### src/rtl/pairwr_pkg.sv
package pairwr_pkg;
  localparam int unsigned DEF_XLEN  = 32;
  localparam int unsigned DEF_NREGS = 32;
  // read port slots used inside the block
  localparam int unsigned RD_PORTS  = 3;
  localparam int unsigned SLOT_A    = 0;
  localparam int unsigned SLOT_B    = 1;
  localparam int unsigned SLOT_ACC  = 2;
endpackage

### src/rtl/pairwr_wr_decode.sv
module pairwr_wr_decode #(
  parameter int unsigned NREGS = 32,
  localparam int unsigned AW   = $clog2(NREGS)
) (
  input  logic [AW-1:0] dst_addr,
  input  logic          main_en,
  input  logic          pair_en,
  output logic          main_go,
  output logic          pair_go,
  output logic [AW-1:0] pair_addr
);
  localparam logic [AW-1:0] TOP_REG = AW'(NREGS - 1);

  always_comb begin
    pair_addr = dst_addr + AW'(1);
    // register 0 is never written
    main_go   = main_en && (dst_addr != '0);
    // no wrap from the last register back to register 0
    pair_go   = pair_en && (dst_addr != TOP_REG);
  end
endmodule

### src/rtl/pairwr_bank.sv
module pairwr_bank #(
  parameter int unsigned ROWS = 16,
  parameter int unsigned XLEN = 32,
  parameter int unsigned NWR  = 1,
  parameter int unsigned NRD  = 3,
  localparam int unsigned RAW = $clog2(ROWS)
) (
  input  logic                      clk,
  input  logic                      rst_n,
  input  logic [NWR-1:0]            we,
  input  logic [NWR-1:0][RAW-1:0]   waddr,
  input  logic [NWR-1:0][XLEN-1:0]  wdata,
  input  logic [NRD-1:0][RAW-1:0]   raddr,
  output logic [NRD-1:0][XLEN-1:0]  rdata
);
  logic [XLEN-1:0] mem [ROWS];

  always_ff @(posedge clk or negedge rst_n) begin
    if (!rst_n) begin
      for (int r = 0; r < ROWS; r++) mem[r] <= '0;
    end else begin
      for (int w = 0; w < NWR; w++) begin
        if (we[w]) mem[waddr[w]] <= wdata[w];
      end
    end
  end

  for (genvar p = 0; p < NRD; p++) begin : g_rd
    assign rdata[p] = mem[raddr[p]];
  end
endmodule

### src/rtl/pairwr_rd_mux.sv
module pairwr_rd_mux #(
  parameter int unsigned XLEN   = 32,
  parameter int unsigned AW     = 5,
  parameter bit          BANKED = 1'b1
) (
  input  logic [AW-1:0]   addr,
  input  logic [XLEN-1:0] even_data,
  input  logic [XLEN-1:0] odd_data,
  output logic [XLEN-1:0] data
);
  logic [XLEN-1:0] picked;

  if (BANKED) begin : g_two
    assign picked = addr[0] ? odd_data : even_data;
  end else begin : g_one
    logic unused_odd;
    assign unused_odd = ^odd_data;
    assign picked = even_data;
  end

  assign data = (addr == '0) ? '0 : picked;
endmodule

### src/rtl/pairwr_regfile.sv
module pairwr_regfile
  import pairwr_pkg::*;
#(
  parameter int unsigned XLEN   = DEF_XLEN,
  parameter int unsigned NREGS  = DEF_NREGS,
  parameter bit          BANKED = 1'b1,
  localparam int unsigned AW    = $clog2(NREGS)
) (
  input  logic            clk,
  input  logic            rst_n,
  input  logic [AW-1:0]   src_a_addr,
  input  logic [AW-1:0]   src_b_addr,
  input  logic [AW-1:0]   dst_addr,
  input  logic            wr_main_en,
  input  logic [XLEN-1:0] wr_main_data,
  input  logic            wr_pair_en,
  input  logic [XLEN-1:0] wr_pair_data,
  output logic [XLEN-1:0] src_a_data,
  output logic [XLEN-1:0] src_b_data,
  output logic [XLEN-1:0] acc_data
);
  localparam int unsigned NBANK = BANKED ? 2 : 1;
  localparam int unsigned ROWS  = NREGS / NBANK;
  localparam int unsigned RAW   = $clog2(ROWS);

  logic          main_go, pair_go;
  logic [AW-1:0] pair_addr;

  pairwr_wr_decode #(.NREGS(NREGS)) dec_i (
    .dst_addr (dst_addr),
    .main_en  (wr_main_en),
    .pair_en  (wr_pair_en),
    .main_go  (main_go),
    .pair_go  (pair_go),
    .pair_addr(pair_addr)
  );

  logic [RD_PORTS-1:0][AW-1:0]   rd_addr_all;
  logic [RD_PORTS-1:0][XLEN-1:0] even_q, odd_q, rd_out;

  assign rd_addr_all[SLOT_A]   = src_a_addr;
  assign rd_addr_all[SLOT_B]   = src_b_addr;
  assign rd_addr_all[SLOT_ACC] = dst_addr;

  if (BANKED) begin : g_banked
    logic [RD_PORTS-1:0][RAW-1:0] row_addr;
    for (genvar p = 0; p < RD_PORTS; p++) begin : g_row
      assign row_addr[p] = rd_addr_all[p][AW-1:1];
    end

    for (genvar b = 0; b < 2; b++) begin : g_bank
      logic                       b_we;
      logic [0:0][RAW-1:0]        b_waddr;
      logic [0:0][XLEN-1:0]       b_wdata;
      logic [RD_PORTS-1:0][XLEN-1:0] b_q;

      // the main and the paired write always land in opposite banks
      always_comb begin
        b_we       = 1'b0;
        b_waddr[0] = dst_addr[AW-1:1];
        b_wdata[0] = wr_main_data;
        if (main_go && (dst_addr[0] == 1'(b))) begin
          b_we       = 1'b1;
        end else if (pair_go && (pair_addr[0] == 1'(b))) begin
          b_we       = 1'b1;
          b_waddr[0] = pair_addr[AW-1:1];
          b_wdata[0] = wr_pair_data;
        end
      end

      pairwr_bank #(.ROWS(ROWS), .XLEN(XLEN), .NWR(1), .NRD(RD_PORTS)) bank_i (
        .clk  (clk),
        .rst_n(rst_n),
        .we   (b_we),
        .waddr(b_waddr),
        .wdata(b_wdata),
        .raddr(row_addr),
        .rdata(b_q)
      );

      if (b == 0) begin : g_even
        assign even_q = b_q;
      end else begin : g_odd
        assign odd_q = b_q;
      end
    end
  end else begin : g_flat
    logic [1:0]           f_we;
    logic [1:0][AW-1:0]   f_waddr;
    logic [1:0][XLEN-1:0] f_wdata;

    assign f_we    = {pair_go, main_go};
    assign f_waddr = {pair_addr, dst_addr};
    assign f_wdata = {wr_pair_data, wr_main_data};

    pairwr_bank #(.ROWS(NREGS), .XLEN(XLEN), .NWR(2), .NRD(RD_PORTS)) bank_i (
      .clk  (clk),
      .rst_n(rst_n),
      .we   (f_we),
      .waddr(f_waddr),
      .wdata(f_wdata),
      .raddr(rd_addr_all),
      .rdata(even_q)
    );
    assign odd_q = even_q;
  end

  for (genvar p = 0; p < RD_PORTS; p++) begin : g_mux
    pairwr_rd_mux #(.XLEN(XLEN), .AW(AW), .BANKED(BANKED)) mux_i (
      .addr     (rd_addr_all[p]),
      .even_data(even_q[p]),
      .odd_data (odd_q[p]),
      .data     (rd_out[p])
    );
  end

  assign src_a_data = rd_out[SLOT_A];
  assign src_b_data = rd_out[SLOT_B];
  assign acc_data   = rd_out[SLOT_ACC];
endmodule

### config.mk
export PLATFORM = sky130hd
export DESIGN_NAME = pairwr_regfile
export DESIGN_NICKNAME = d
export VERILOG_FILES = /design/src/rtl/pairwr_pkg.sv /design/src/rtl/pairwr_wr_decode.sv /design/src/rtl/pairwr_bank.sv /design/src/rtl/pairwr_rd_mux.sv /design/src/rtl/pairwr_regfile.sv
export SDC_FILE = /design/constraint.sdc
export NUM_CORES = 2
export LEC_CHECK = 0
export BUFFER_PORTS_ARGS = -buffer_cell sky130_fd_sc_hd__buf_2
export CAP_MARGIN = 20
export CELL_PAD_IN_SITES_DETAIL_PLACEMENT = 0
export CELL_PAD_IN_SITES_GLOBAL_PLACEMENT = 1
export CORE_MARGIN = 4
export CORE_UTILIZATION = 40
export DETAILED_ROUTE_END_ITERATION = 8
export PLACE_DENSITY = 0.76
export SYNTH_ARGS = -nofsm -noshare
export SYNTH_HDL_FRONTEND = slang
export SYNTH_SLANG_ARGS = --single-unit
### constraint.sdc
create_clock -name clk -period 3.2 [get_ports clk]
set_input_delay 0.48 -clock clk [delete_from_list [all_inputs] [get_ports clk]]
set_output_delay 0.48 -clock clk [all_outputs]
set_load 0.005 [all_outputs]
==> impl_metrics.py <==
metrics = {
    "finish": {
        "reg_top3": "g_banked.g_bank.bank_i.mem (1024)",
        "largest_register_ffs": 1024,
        "layout.nets": 5477,
        "syn2layout_area_growth_pct": 18.2,
        "fin_util_pct": 47.8,
        "final_cell_count_no_fill": 7534,
        "drive_gt1_share_pct": 37.5,
        "regMostFlops": "g_banked.g_bank.bank_i.mem",
    },
    "synthesis": {
        "synth_top_flop_cell": "dfrtp_1",
        "synth_most_common_cell": "dfrtp_1",
        "avgSynthCellArea_um2": 12.2,
        "yosysWarnings": 0,
        "synth_top_cell_area_share_pct": 41.0,
        "async_reset_ff_share_pct": 100,
        "ys_seq_elements": 1024,
        "synthTopCellsByArea": "dfrtp_1 (41%), mux4_2 (28%), mux2_2 (6.2%), mux2i_1 (3.8%), a21oi_1 (3.7%)",
        "ys_seq_area_share_pct": 41.0,
        "synth-edff-count": 0,
        "netlist_area_um2": 62500,
        "synth_cells": 5122,
        "synth_fp_nets": 5208,
        "synth_common_cells": "dfrtp_1 (1024), mux4_2 (787), nand2_1 (544), nor2_1 (480), a21oi_1 (467)",
        "yosys.area.top_type": "dfrtp_1",
        "yosysUniqueCellTypes": 51,
    },
    "pwr": {
        "combPwrFrac_pct": 32.6,
        "power_frac_clock_pct": 26.4,
        "ir_drop_mv": 0.546,
        "internal-power_uw": 34500,
        "netSwitchingPower_uw": 16800,
        "power_frac_seq_pct": 40.9,
        "switching_share_pct": 32.7,
        "finalPower_uw": 51300,
        "p_per_area_nw_per_um2": 695,
        "power_leakage_uw": 0.0309,
    },
    "sta": {
        "holdWs_ps": 181,
        "hold_viol_final": 0,
        "tightest_slew_ps": 712,
        "rsz0062_at_grt": "true",
        "slew_headroom_pct": 51.2,
        "period_minus_slack_ps": 3180,
        "skew_ps": 0,
        "finalMaxSlewViolations": 0,
        "setup_tns_ps": 0,
        "finalSetupViolations": 0,
        "max_freq_ghz": 0.314,
        "fin_crit_sh_pct": 99.4,
    },
    "route": {
        "via_per_inst": 6.42,
        "drt_iter0_markers": 4725,
        "wl_per_cell_um": 29.9,
        "wl_mm": 225,
        "ant_nets": 0,
        "vias": 48300,
        "drc": 0,
        "firstDrtPassIters": 6,
    },
    "place": {
        "dpl.cell_count": 7315,
        "dp_hpwl_mm": 152,
        "io_buffer_count": 178,
        "routabilityCongestion": 0.933,
    },
    "die": {
        "num_rows": 144,
        "initial_core_util_pct": 40.4,
        "die_w_um": 403,
        "core_area_um2": 155000,
        "dieArea_um2": 163000,
        "dieHeight_um": 403,
        "io_pins": 179,
    },
    "global_route": {
        "grt_pass1_wl_mm": 333,
        "grt_usage_pct": 27.7,
        "grt_overflow_total": 0,
        "grt_max_degree": 103,
        "grt_pass1_vias": 49100,
        "antenna_found_initial": 14,
    },
    "clocking": {
        "clock_latency_ps": 720,
        "htree_num_levels": 3,
        "cts.sinks": 1024,
        "cts_buffers": 109,
        "clock_path_buffers": 3,
        "cts_tree": "built",
        "clk_pin_slew_ps": 60,
        "clockRootBuffer": "clkbuf_16",
    },
    "setup_path": {
        "crit_arrival_ps": 2700,
        "crit_path_end_kind": "primary output",
        "critPathKind": "reg2out",
        "worstPathMaxFanout": 4,
        "crit_required_ps": 2720,
        "start_kind": "register",
    },
    "outcome": {
        "outcome": "complete, no violations",
    },
    "min_path": {
        "hold_path.class": "in2reg",
    },
    "run": {
        "cap_violations": 0,
    },
}
## cells by family (layout without fill, tap and decap cells)
| family | Yosys count | count (layout) | synth area share, % |
|---|---|---|---|
| multiplexers | 1412 | 1412 | 39.2 |
| XOR/XNOR | 1 | 1 | 0.0260 |
| flip-flops | 1024 | 1024 | 41.0 |
| other | 0 | 11 | 0 |
| adder cells (fa/ha/maj) | 3 | 3 | 0.0601 |
| AO/OA/AOI/OAI | 1005 | 1005 | 8.94 |
| AND/OR/NAND/NOR | 1127 | 1127 | 7.18 |
| buffers and inverters | 550 | 907 | 3.62 |
## per-layer routing
metal	vias up	routed length (um)	global-route usage (%)
met1	24800	83500	35.9
met4	4	14500	14.3
li1	20000	-	-
met5	-	23	0
met2	2868	101000	42.1
met3	687	26500	8.58
## per-stage QoR
stage          instance area, um^2  setup WS, ps
3_3_place_gp                 69800          25.0
5_1_grt                      73800         -22.4
2_1_floorplan                62700         -8.07
4_1_cts                      73600          1.73
3_5_place_dp                 69800          7.93
6_report                     73900          17.7
## critical path, stage by stage (launching register included)
cell and delay, ps:
dfrtp_1 420, mux4_2 490, mux4_2 550, inv_1 110
o21ai_1 180, buf_2 200
## power by group through the flow
stage / clock [uW] / sequential, uW / combinational [uW]
5_1_grt: 14300 / 21600 / 17900
6_report: 13600 / 21000 / 16800
3_3_place_gp: 0 / 20700 / 16000
3_5_place_dp: 0 / 21100 / 16400
4_1_cts: 13700 / 20900 / 16500
2_1_floorplan: 0 / 19800 / 11700
## cells in the final DEF (no fill, tap or decap), types with 15 or more instances in the layout
cell type,instances
clkbuf_1,16
o22ai_1,29
clkbuf_16,110
mux2i_1,239
nor3_1,18
mux2_2,342
buf_12,160
mux4_2,787
o221ai_1,38
a221oi_1,15
inv_1,42
o21ai_0,316
buf_4,318
mux2_1,41
buf_2,160
clkbuf_8,21
a22oi_1,17
a21oi_1,462
nand3_1,19
nand2_1,540
o21ai_1,41
clkinv_2,26
nor2_1,473
a211o_1,19
dfrtp_1,1023
## cell type report
class                           instances  area [um^2]
Antenna cell                           11         27.5
Timing Repair Buffer                  658         6690
Inverter                               50          193
Clock buffer                          146         3090
Sequential cell                      1024        25600
Clock inverter                         53          674
Tap cell                             2044         2560
Multi-Input combinational cell       3548        35000
Fill cell                           13700        80700
## what timing repair did
item                       4_1_cts  5_1_grt
resized for setup               21       50
hold endpoints to repair        31        0
setup endpoints to repair       19       38
hold buffers                     1        0
pin swaps                        1        5
setup buffers                    0       10
## final timing paths
| path | from | end | slack [ps] | cells after the start |
|---|---|---|---|---|
| worst max register to register | g_banked.g_bank[0].bank_i.mem[17] | g_banked.g_bank[0].bank_i.mem[17] | 2270 | 2 |
| max in group asynchronous | rst_n | g_banked.g_bank[0].bank_i.mem[238] | 1700 | 4 |
| worst min-delay path | wr_pair_data[16] | g_banked.g_bank[0].bank_i.mem[432] | 180 | 3 |
| min in group asynchronous | rst_n | g_banked.g_bank[1].bank_i.mem[197] | 340 | 2 |
| worst max-delay path | g_banked.g_bank[0].bank_i.mem[396] | src_b_data[12] | 20 | 5 |
| worst min register to register | g_banked.g_bank[1].bank_i.mem[128] | g_banked.g_bank[1].bank_i.mem[128] | 520 | 2 |
Note: power is estimated with default switching activity, not from simulation.
